File: src/rtl/pc_sequencer.sv
module pc_sequencer #(
  parameter int ADDR_W = 32,
  parameter int IMM_W  = 16,
  parameter int TGT_W  = 26,
  parameter logic [ADDR_W-1:0] RESET_ADDR = '0
) (
  input  logic              clk,
  input  logic              rst,
  input  logic              br_sel,
  input  logic              alu_zero,
  input  logic              jmp,
  input  logic [IMM_W-1:0]  imm,
  input  logic [TGT_W-1:0]  jtarget,
  output logic [ADDR_W-1:0] fetch_addr
);
  localparam int REGION_W = ADDR_W - TGT_W - 2;
  localparam int EXT_W    = ADDR_W - IMM_W - 2;

  logic [ADDR_W-1:0] pc_q;
  logic [ADDR_W-1:0] seq_addr;
  logic [ADDR_W-1:0] br_offset;
  logic [ADDR_W-1:0] br_addr;
  logic [ADDR_W-1:0] jmp_addr;
  logic [ADDR_W-1:0] next_pc;
  logic              take_br;

  assign seq_addr  = pc_q + ADDR_W'(4);
  assign br_offset = {{EXT_W{imm[IMM_W-1]}}, imm, 2'b00};
  assign br_addr   = seq_addr + br_offset;
  assign jmp_addr  = {pc_q[ADDR_W-1 -: REGION_W], jtarget, 2'b00};
  assign take_br   = br_sel & alu_zero;
  assign next_pc   = jmp ? jmp_addr : (take_br ? br_addr : seq_addr);

  always_ff @(posedge clk) begin
    if (rst) pc_q <= RESET_ADDR;
    else     pc_q <= next_pc;
  end

  assign fetch_addr = pc_q;

  a_r1_reset_start: assert property (@(posedge clk)
    rst |=> fetch_addr == RESET_ADDR);

  a_r2_sequential: assert property (@(posedge clk) disable iff (rst)
    (!jmp && !(br_sel && alu_zero)) |=> fetch_addr == $past(fetch_addr) + ADDR_W'(4));

  a_r3_branch_taken: assert property (@(posedge clk) disable iff (rst)
    (br_sel && alu_zero && !jmp) |=>
      fetch_addr == $past(fetch_addr) + ADDR_W'(4) + ADDR_W'(signed'($past(imm))) * ADDR_W'(4));

  a_r5_jump_target: assert property (@(posedge clk) disable iff (rst)
    jmp |=> fetch_addr[TGT_W+1:2] == $past(jtarget));

  a_r9_jump_region: assert property (@(posedge clk) disable iff (rst)
    jmp |=> fetch_addr[ADDR_W-1 -: REGION_W] == $past(fetch_addr[ADDR_W-1 -: REGION_W]));

  a_r6_aligned: assert property (@(posedge clk) disable iff (rst)
    fetch_addr[1:0] == 2'b00);
endmodule

File: config.mk
export PLATFORM = sky130hd
export DESIGN_NAME = pc_sequencer
export DESIGN_NICKNAME = d
export VERILOG_FILES = /design/src/rtl/pc_sequencer.sv
export SDC_FILE = /design/constraint.sdc
export NUM_CORES = 1
export LEC_CHECK = 0
export ABC_AREA = 1
export ABC_CLOCK_PERIOD_IN_PS = 3400
export BUFFER_PORTS_ARGS = -buffer_cell sky130_fd_sc_hd__buf_4
export CAP_MARGIN = 20
export CELL_PAD_IN_SITES_DETAIL_PLACEMENT = 1
export CELL_PAD_IN_SITES_GLOBAL_PLACEMENT = 1
export CORE_ASPECT_RATIO = 0.8
export CORE_MARGIN = 2
export CORE_UTILIZATION = 30
export CTS_BUF_LIST = sky130_fd_sc_hd__clkbuf_4 sky130_fd_sc_hd__clkbuf_8 sky130_fd_sc_hd__clkbuf_16
export DETAILED_ROUTE_END_ITERATION = 6
export GPL_TIMING_DRIVEN = 0
export PLACE_DENSITY_LB_ADDON = 0.25
export SLEW_MARGIN = 20
export SYNTH_ARGS = -nofsm -noshare
export SYNTH_HDL_FRONTEND = slang
export SYNTH_SLANG_ARGS = --single-unit
File: constraint.sdc
create_clock -name clk -period 3.4 [get_ports clk]
set_clock_uncertainty 0.1 [all_clocks]
set_input_delay 0.51 -clock clk [delete_from_list [all_inputs] [get_ports clk]]
set_output_delay 0.51 -clock clk [all_outputs]
set_load 0.05 [all_outputs]
# == Word level (Yosys, flattened, before mapping) ==
# Cells that the tools add are included.
# op_classes
eq_ne,0
magnitude_cmp,0
n_bitwise,1
addsub,2
n_div,0
reduce_logical,1
n_mux,2
multipliers,0
n_shift,0
# op_table
operator,n
adder 32 x 3 -> 32 bit (second input constant),1
adder 32 bit,1
2-to-1 mux 32 bit,1
2-to-1 mux 28 bit,1
OR reduction 2 bit,1
AND 1 bit,1
# totals
inputBits,47
output_inout_bits,32
rom_bits,0
ram_bits,0
latchBits,0
memories,0
register_bits,32

# == Logic depth before layout (Yosys ltp) ==
# Gate-level depths: netlist of run 1.
# logic_depth
ltp_word,4
depth_mapped,23
mapped_depth_nobuf,23

# == Worst setup path after synthesis of run 1 ==
# Ideal clock, no wire load.
# synth_timing
kind,reg-to-reg
from,"reg pc_q[2], in the netlist fetch_addr[2]"
to,"reg pc_q[23], in the netlist fetch_addr[23]"
arrival_ns,2.752
path_stages_with_launch,21
setup_time_ns,0.066
path_slack_ns,0.482
period_less_slack_ns,2.918
cell_sequence,dfxtp_1 ha_1 nand2_1 nor2_2 inv_1 nor2_1 nand2_1 nand2_1 inv_1 ha_1 nand2_1 inv_1 nand2_1 nand2_1 a21oi_1 nand2_1 nand3_1 nand2_1 nand2_1 nand3_1 a21oi_2
# synth_between
elab_chain_cells,4
# synth_rtl
element,line_no,rtl
"start, declared",19,logic [ADDR_W-1:0] pc_q;
"start signal, assigned",36,else pc_q <= next_pc;
adder 32 x 3 -> 32 bit *,27,assign seq_addr = pc_q + ADDR_W'(4);
adder 32 bit,29,assign br_addr = seq_addr + br_offset;
2-to-1 mux 32 bit *,32,assign next_pc = jmp ? jmp_addr : (take_br ? br_addr : seq_addr);
2-to-1 mux 28 bit *,32,
# Every way passes the cells marked *; elsewhere a longest branch is shown, timed or not.
# A chain may end at the register's enable or synchronous reset.

# == Worst setup path after layout of run 1 ==
# layout_timing
from,"reg pc_q[3], in the netlist fetch_addr[3]"
to,"reg pc_q[19], in the netlist fetch_addr[19]"
# Same word-level chain as after synthesis.

==> flow_metrics.tcl, run 1 <==
set metrics [dict create \
    switchingPower_uw 757 \
    use_met3 0.0125 \
    die-area_um2 15500 \
    synth_edf_count 0 \
    p_int_uw 988 \
    syn_avg_cell_area_um2 5.46 \
    power_uw 1740 \
    initial_utilization 0.306 \
    start_kind "flip-flop" \
    numPortBuffers 76 \
    r2r_cells 17 \
    worstSetupEndpointType "flip-flop" \
    hold_buffers 0 \
    synth-seq-area-share 0.138 \
    synth_area_um2 4360 \
    relSlewSlack 0.492 \
    min-delay-start "rst" \
    hold_path_class "in2reg" \
    cts_root_buffer "clkbuf_16" \
    power_frac_comb 0.477 \
    maxCapViolCount 0 \
    drv_slew 0 \
    setup_violations 0 \
    clkPwrFrac 0.278 \
    nNetsFinal 965 \
    die_w_um 139 \
    placementRows 39 \
    ir_drop_uv 176 \
    hold_viol 0 \
    clockBufferDepth 2 \
    cts_tree "yes" \
    tightest_slew_ns 0.762 \
    rsz0062_at_grt "yes" \
    crit_required_ns 3.50 \
    crit_start "fetch_addr[3]" \
    synth_cell_types 37 \
    fin_crit_ns 3.21 \
    critPathKind "reg2reg" \
    switching_share 0.434 \
    synth_cells 798 \
    cp_slowest_stage_delay_ns 0.40 \
    holdPathEnd "fetch_addr[8]" \
    largest_register_ffs 30 \
    use_met2 0.362 \
    p_leak_uw 0.00290 \
    cts_sinks 30 \
    antenna_found_initial 0 \
    viasPerCell 4.91 \
    clk_pin_slew_ns 0.05 \
    critPathMaxFanout 5 \
    grt_pass1_wl_um 28100 \
    grt-busiest-layer "met2" \
    hold_depth 2 \
    first_iter_violations 207 \
    wl_per_cell_um 16.8 \
    grt_use_total 0.230 \
    grt.met1_usage 0.350 \
    core_area_um2 14200 \
    crit_chain "ha_1 -> nand2_2 -> inv_1 -> nand3_2 -> inv_1 -> nand3_1 -> xor2_2 -> buf_4 -> ha_2 -> nand2_1 -> nor2_2 -> nand2_1 -> nand3_1 -> inv_1 -> nand3_1 -> nand3_1 -> a21oi_1" \
    num_vias 5252 \
    synth_flop_cell "dfxtp_1" \
    async_reset_ff_frac 0 \
    numCtsBuffers 5 \
    fmax_mhz 312 \
    ant_nets 0 \
    cp.arrival_ns 3.31 \
    place_congestion 0.867 \
    status "finished, final reports clean" \
    insertion_delay_ns 0.27 \
    area_delta_synth_final_pct 25.4 \
    io_pins 79 \
    dp_slack_ns -0.142 \
    synth-seq-cells 30 \
    critPathSlowestCell "ha_2" \
    worstReg2RegStart "fetch_addr[3]" \
    cpMostUsedCell "nand3_1" \
    fin_util 0.384 \
    grt_pass1_vias 5238 \
    die_y_um 112 \
    hpwl_um 15200 \
    antenna_cells 0 \
    grt_max_degree 20 \
    htreeDepth 2 \
    holdWs_ns 0.322 \
    timing.final.crit_share 0.943 \
    setup_ws_ns 0.194 \
    worst_r2r_endpoint "fetch_addr[19]" \
    yosysWarnings 0 \
    fillers 1993 \
    totalWireLength_um 17900 \
    drc_errors 0 \
    drive_gt1_frac 0.165 \
    globalRouteOverflowTotal 0 \
    r2r_slack_ns 0.19 \
    powerDensity_nw_per_um2 319 \
    drtPass1Iterations 4 \
    pwr-share-seq 0.245 \
]
-- area by class of cell --
class | count | area (µm²) | area share
buffer | 15 | 72.6 | 0.0133
clock buffer | 8 | 166 | 0.0304
inverter | 131 | 492 | 0.0899
multi-input combinational | 623 | 3320 | 0.607
sequential | 30 | 602 | 0.110
tap | 184 | 230 | 0.0421
timing repair buffer | 78 | 586 | 0.107
-- cell families after synthesis --
group	after synthesis	synth area share
flip-flops	30	0.138
AND/OR/NAND/NOR	460	0.463
XOR/XNOR	17	0.0341
buffers and inverters	146	0.129
other	1	0.000860
AO/OA/AOI/OAI	110	0.136
adder cells (fa/ha/maj)	34	0.0993
-- stage by stage --
step           TNS, ns  std cells  cell area [µm²]
2_1_floorplan        0        799             4360
3_3_place_gp   -0.0606       1059             5160
3_5_place_dp    -0.185       1059             5160
4_1_cts              0       1067             5350
5_1_grt        -0.0718       1069             5470
6_report             0       1069             5470
-- repair_timing --
action / in CTS / in global routing
hold endpoints to repair: 0 / 0
endpoints found under the setup margin: 4 / 16
gates cloned: 0 / 0
setup buffers: 0 / 2
gates resized for setup: 5 / 25
pin swaps: 0 / 3
-- cell usage in the layout, fill, tap and decap left out, drive strengths merged --
master,count
o21ai,44
a31oi,11
ha,33
dfxtp,30
nand3,75
clkinv,1
nand2,277
nor2,70
clkbuf,19
or2,5
o21bai,5
a21oi,45
conb,2
nand4,10
nand3b,6
nor3,12
o211ai,2
xor2,16
inv,130
o21a,1
and2,5
buf,82
xnor2,1
fa,1
a21o,2
-- per-layer routing --
layer / up-vias / part of all wire
li1: 2695 / -
met1: 2468 / 0.55
met2: 79 / 0.42
met3: 10 / 0.023
met4: 0 / 0.0083
met5: - / 0
-- worst max-delay path by stage --
stage,end
global route,fetch_addr[27]
finish,fetch_addr[19]
global placement,fetch_addr[23]
floorplan,fetch_addr[23]
CTS,fetch_addr[29]
detailed placement,fetch_addr[23]
-- cells in the mapped netlist, types with 3 or more instances --
| cell type | number | area share |
|---|---|---|
| and2_1 | 5 | 0.0072 |
| xor2_1 | 16 | 0.032 |
| nand3b_1 | 6 | 0.010 |
| a31oi_1 | 11 | 0.016 |
| o21bai_1 | 5 | 0.0086 |
| or2_2 | 5 | 0.0072 |
| nand2_2 | 5 | 0.0072 |
| ha_1 | 33 | 0.095 |
| nor2_2 | 6 | 0.0086 |
| nor3_1 | 6 | 0.0069 |
| nand4_1 | 10 | 0.014 |
| nand2_1 | 271 | 0.23 |
| a21oi_1 | 44 | 0.051 |
| nand3_1 | 74 | 0.085 |
| inv_1 | 128 | 0.11 |
| o21ai_1 | 3 | 0.0034 |
| clkbuf_1 | 11 | 0.0095 |
| nor2_4 | 3 | 0.0077 |
| nor3_2 | 6 | 0.014 |
| nor2_1 | 60 | 0.052 |
| o21ai_0 | 41 | 0.047 |
| dfxtp_1 | 30 | 0.14 |
-- power by group through the flow --
stage	logic (µW)	clock network, µW	registers, µW
floorplan	442	0	520
global placement	791	0	431
detailed placement	802	0	432
CTS	808	489	425
global route	920	506	433
finish	833	485	427
-- critical path, delay by kind of cell (launching register included) --
kind / cells / cell delay, ns
AND/OR/NAND/NOR: 9 / 1.16
AO/OA/AOI/OAI: 1 / 0.21
XOR/XNOR: 1 / 0.22
buffers and inverters: 4 / 0.49
flip-flops: 1 / 0.36
adder cells (fa/ha/maj): 2 / 0.60
No activity file was read; power rests on OpenSTA's default activity.
==> run 2, diff against run 1 <==
--- a/config.mk
+++ b/config.mk
@@ -17,7 +17,7 @@
 export CTS_BUF_LIST = sky130_fd_sc_hd__clkbuf_4 sky130_fd_sc_hd__clkbuf_8 sky130_fd_sc_hd__clkbuf_16
 export DETAILED_ROUTE_END_ITERATION = 6
 export GPL_TIMING_DRIVEN = 0
-export PLACE_DENSITY_LB_ADDON = 0.25
+export PLACE_DENSITY_LB_ADDON = 0.12
 export SLEW_MARGIN = 20
 export SYNTH_ARGS = -nofsm -noshare
 export SYNTH_HDL_FRONTEND = slang
==> run 2 against run 1 <==
Flip-flop and latch count did not move; sequential share of layout area is 0.057 points lower; worst setup slack lost 0.071 ns; register-to-register slack got worse by 0.07 ns; non-clock buffer count is 1 higher; critical path type unchanged.
==> flow_metrics.tcl, run 2 (synthesized netlist as in run 1, its figures left out) <==
set metrics [dict create \
    status "finished, final reports clean" \
    wl_per_cell_um 17.5 \
    ant_nets 0 \
    grt_pass1_vias 5331 \
    rsz0062_at_grt "yes" \
    placementRows 39 \
    grt_max_degree 20 \
    antenna_cells 0 \
    io_pins 79 \
    fin_crit_ns 3.28 \
    drv_slew 0 \
    critPathSlowestCell "dfxtp_1" \
    clockBufferDepth 2 \
    final_area_um2 5510 \
    totalWireLength_um 18600 \
    setup_violations 0 \
    hold_path_class "in2reg" \
    num_vias 5357 \
    clk_pin_slew_ns 0.05 \
    core_area_um2 14200 \
    die-area_um2 15500 \
    numCtsBuffers 5 \
    grt_pass1_wl_um 28900 \
    area_delta_synth_final_pct 26.3 \
    cp_slowest_stage_delay_ns 0.46 \
    powerDensity_nw_per_um2 309 \
    drive_gt1_frac 0.175 \
    final_common_cell "nand2_1" \
    critPathKind "reg2reg" \
    crit_chain "nand2_1 -> nor2_2 -> nand2_2 -> nor2_2 -> xor2_1 -> ha_1 -> a21oi_1 -> o21ai_1 -> inv_1 -> nand3_1 -> nand2_1 -> nand3_1 -> nand2_1 -> nand3_1 -> a21oi_1" \
    nNetsFinal 966 \
    globalRouteOverflowTotal 0 \
    hold_viol 0 \
    crit_required_ns 3.51 \
    cts_sinks 30 \
    antenna_found_initial 0 \
    numPortBuffers 76 \
    worstSetupEndpointType "flip-flop" \
    hold_buffers 0 \
    relSlewSlack 0.499 \
    start_kind "flip-flop" \
    final_cell_mix "267 x nand2_1, 126 x inv_1, 81 x buf_4" \
    r2r_slack_ns 0.12 \
    insertion_delay_ns 0.27 \
    viasPerCell 5.02 \
    p_leak_uw 0.00289 \
    drc_errors 0 \
    ir_drop_uv 165 \
    die_y_um 112 \
    critPathMaxFanout 5 \
    holdWs_ns 0.321 \
    cts_root_buffer "clkbuf_16" \
    hpwl_um 16200 \
    initial_utilization 0.306 \
    fmax_mhz 305 \
    largest_register_ffs 30 \
    first_iter_violations 224 \
    drtPass1Iterations 5 \
    timing.final.crit_share 0.964 \
    dpl_cell_area_um2 5160 \
    place_congestion 0.943 \
    grt_use_total 0.238 \
    cts_tree "yes" \
    htreeDepth 2 \
    power_uw 1700 \
    cp.arrival_ns 3.38 \
    die_w_um 139 \
    tightest_slew_ns 0.751 \
    maxCapViolCount 0 \
]
==> run 2: cell types whose count changed in the layout (fill, tap and decap cells not counted), sizes merged <==
cell / previous run / this run
buf: 82 / 83
clkbuf: 19 / 17
==> run 2: per-layer routing <==
| metal | up-vias | share of wire | routed length [µm] | global-route usage |
|---|---|---|---|---|
| met4 | 0 | 0.010 | 194 | 0.0451 |
| met2 | 116 | 0.44 | 8140 | 0.379 |
| met5 | - | 0 | 0 | 0 |
| li1 | 2698 | - | - | - |
| met3 | 15 | 0.050 | 924 | 0.0237 |
| met1 | 2528 | 0.50 | 9380 | 0.350 |
==> run 2: cell type report <==
| type | instances | area [µm²] |
|---|---|---|
| Fill cell | 1987 | 8740 |
| Multi-Input combinational cell | 623 | 3380 |
| Sequential cell | 30 | 603 |
| Timing Repair Buffer | 79 | 593 |
| Inverter | 131 | 492 |
| Tap cell | 184 | 230 |
| Clock buffer | 6 | 139 |
| Buffer | 15 | 72.6 |
==> run 2: what timing repair did <==
| item | in CTS | in global routing |
|---|---|---|
| endpoints found under the setup margin | 8 | 20 |
| setup buffers | 0 | 3 |
| pin swaps | 0 | 3 |
| resized for setup | 3 | 42 |
==> run 2: power breakdown <==
part           switching [µW]  internal [µW]  leakage (µW)  total, µW
logic                     568            279       0.00257        847
registers                46.2            383      0.000250        429
clock network             145            282     0.0000688        427
total                     759            943       0.00289       1700
==> run 2: path summary, 6_finish.rpt <==
path / start / endpoint / depth (start not counted)
worst max-delay path: fetch_addr[7] / fetch_addr[28] / 15
worst min-delay path: rst / fetch_addr[8] / 2
worst max register to register: fetch_addr[7] / fetch_addr[28] / 15
worst min register to register: fetch_addr[30] / fetch_addr[30] / 2
==> run 2: critical path, delay by kind of cell, from the launching register on <==
family,cells,cell delay (ns)
AND/OR/NAND/NOR,9,1.24
flip-flops,1,0.46
XOR/XNOR,1,0.37
adder cells (fa/ha/maj),1,0.37
AO/OA/AOI/OAI,3,0.59
buffers and inverters,1,0.07
==> run 2: through the flow <==
stage	cells	TNS [ns]	util	setup WS (ns)
2_1_floorplan	799	0	-	0.482
3_3_place_gp	1059	0	0.362	0.0152
3_5_place_dp	1059	-0.408	0.362	-0.119
4_1_cts	1065	0	0.373	0.00866
5_1_grt	1068	-0.00261	0.387	-0.00261
6_report	1068	0	0.387	0.124
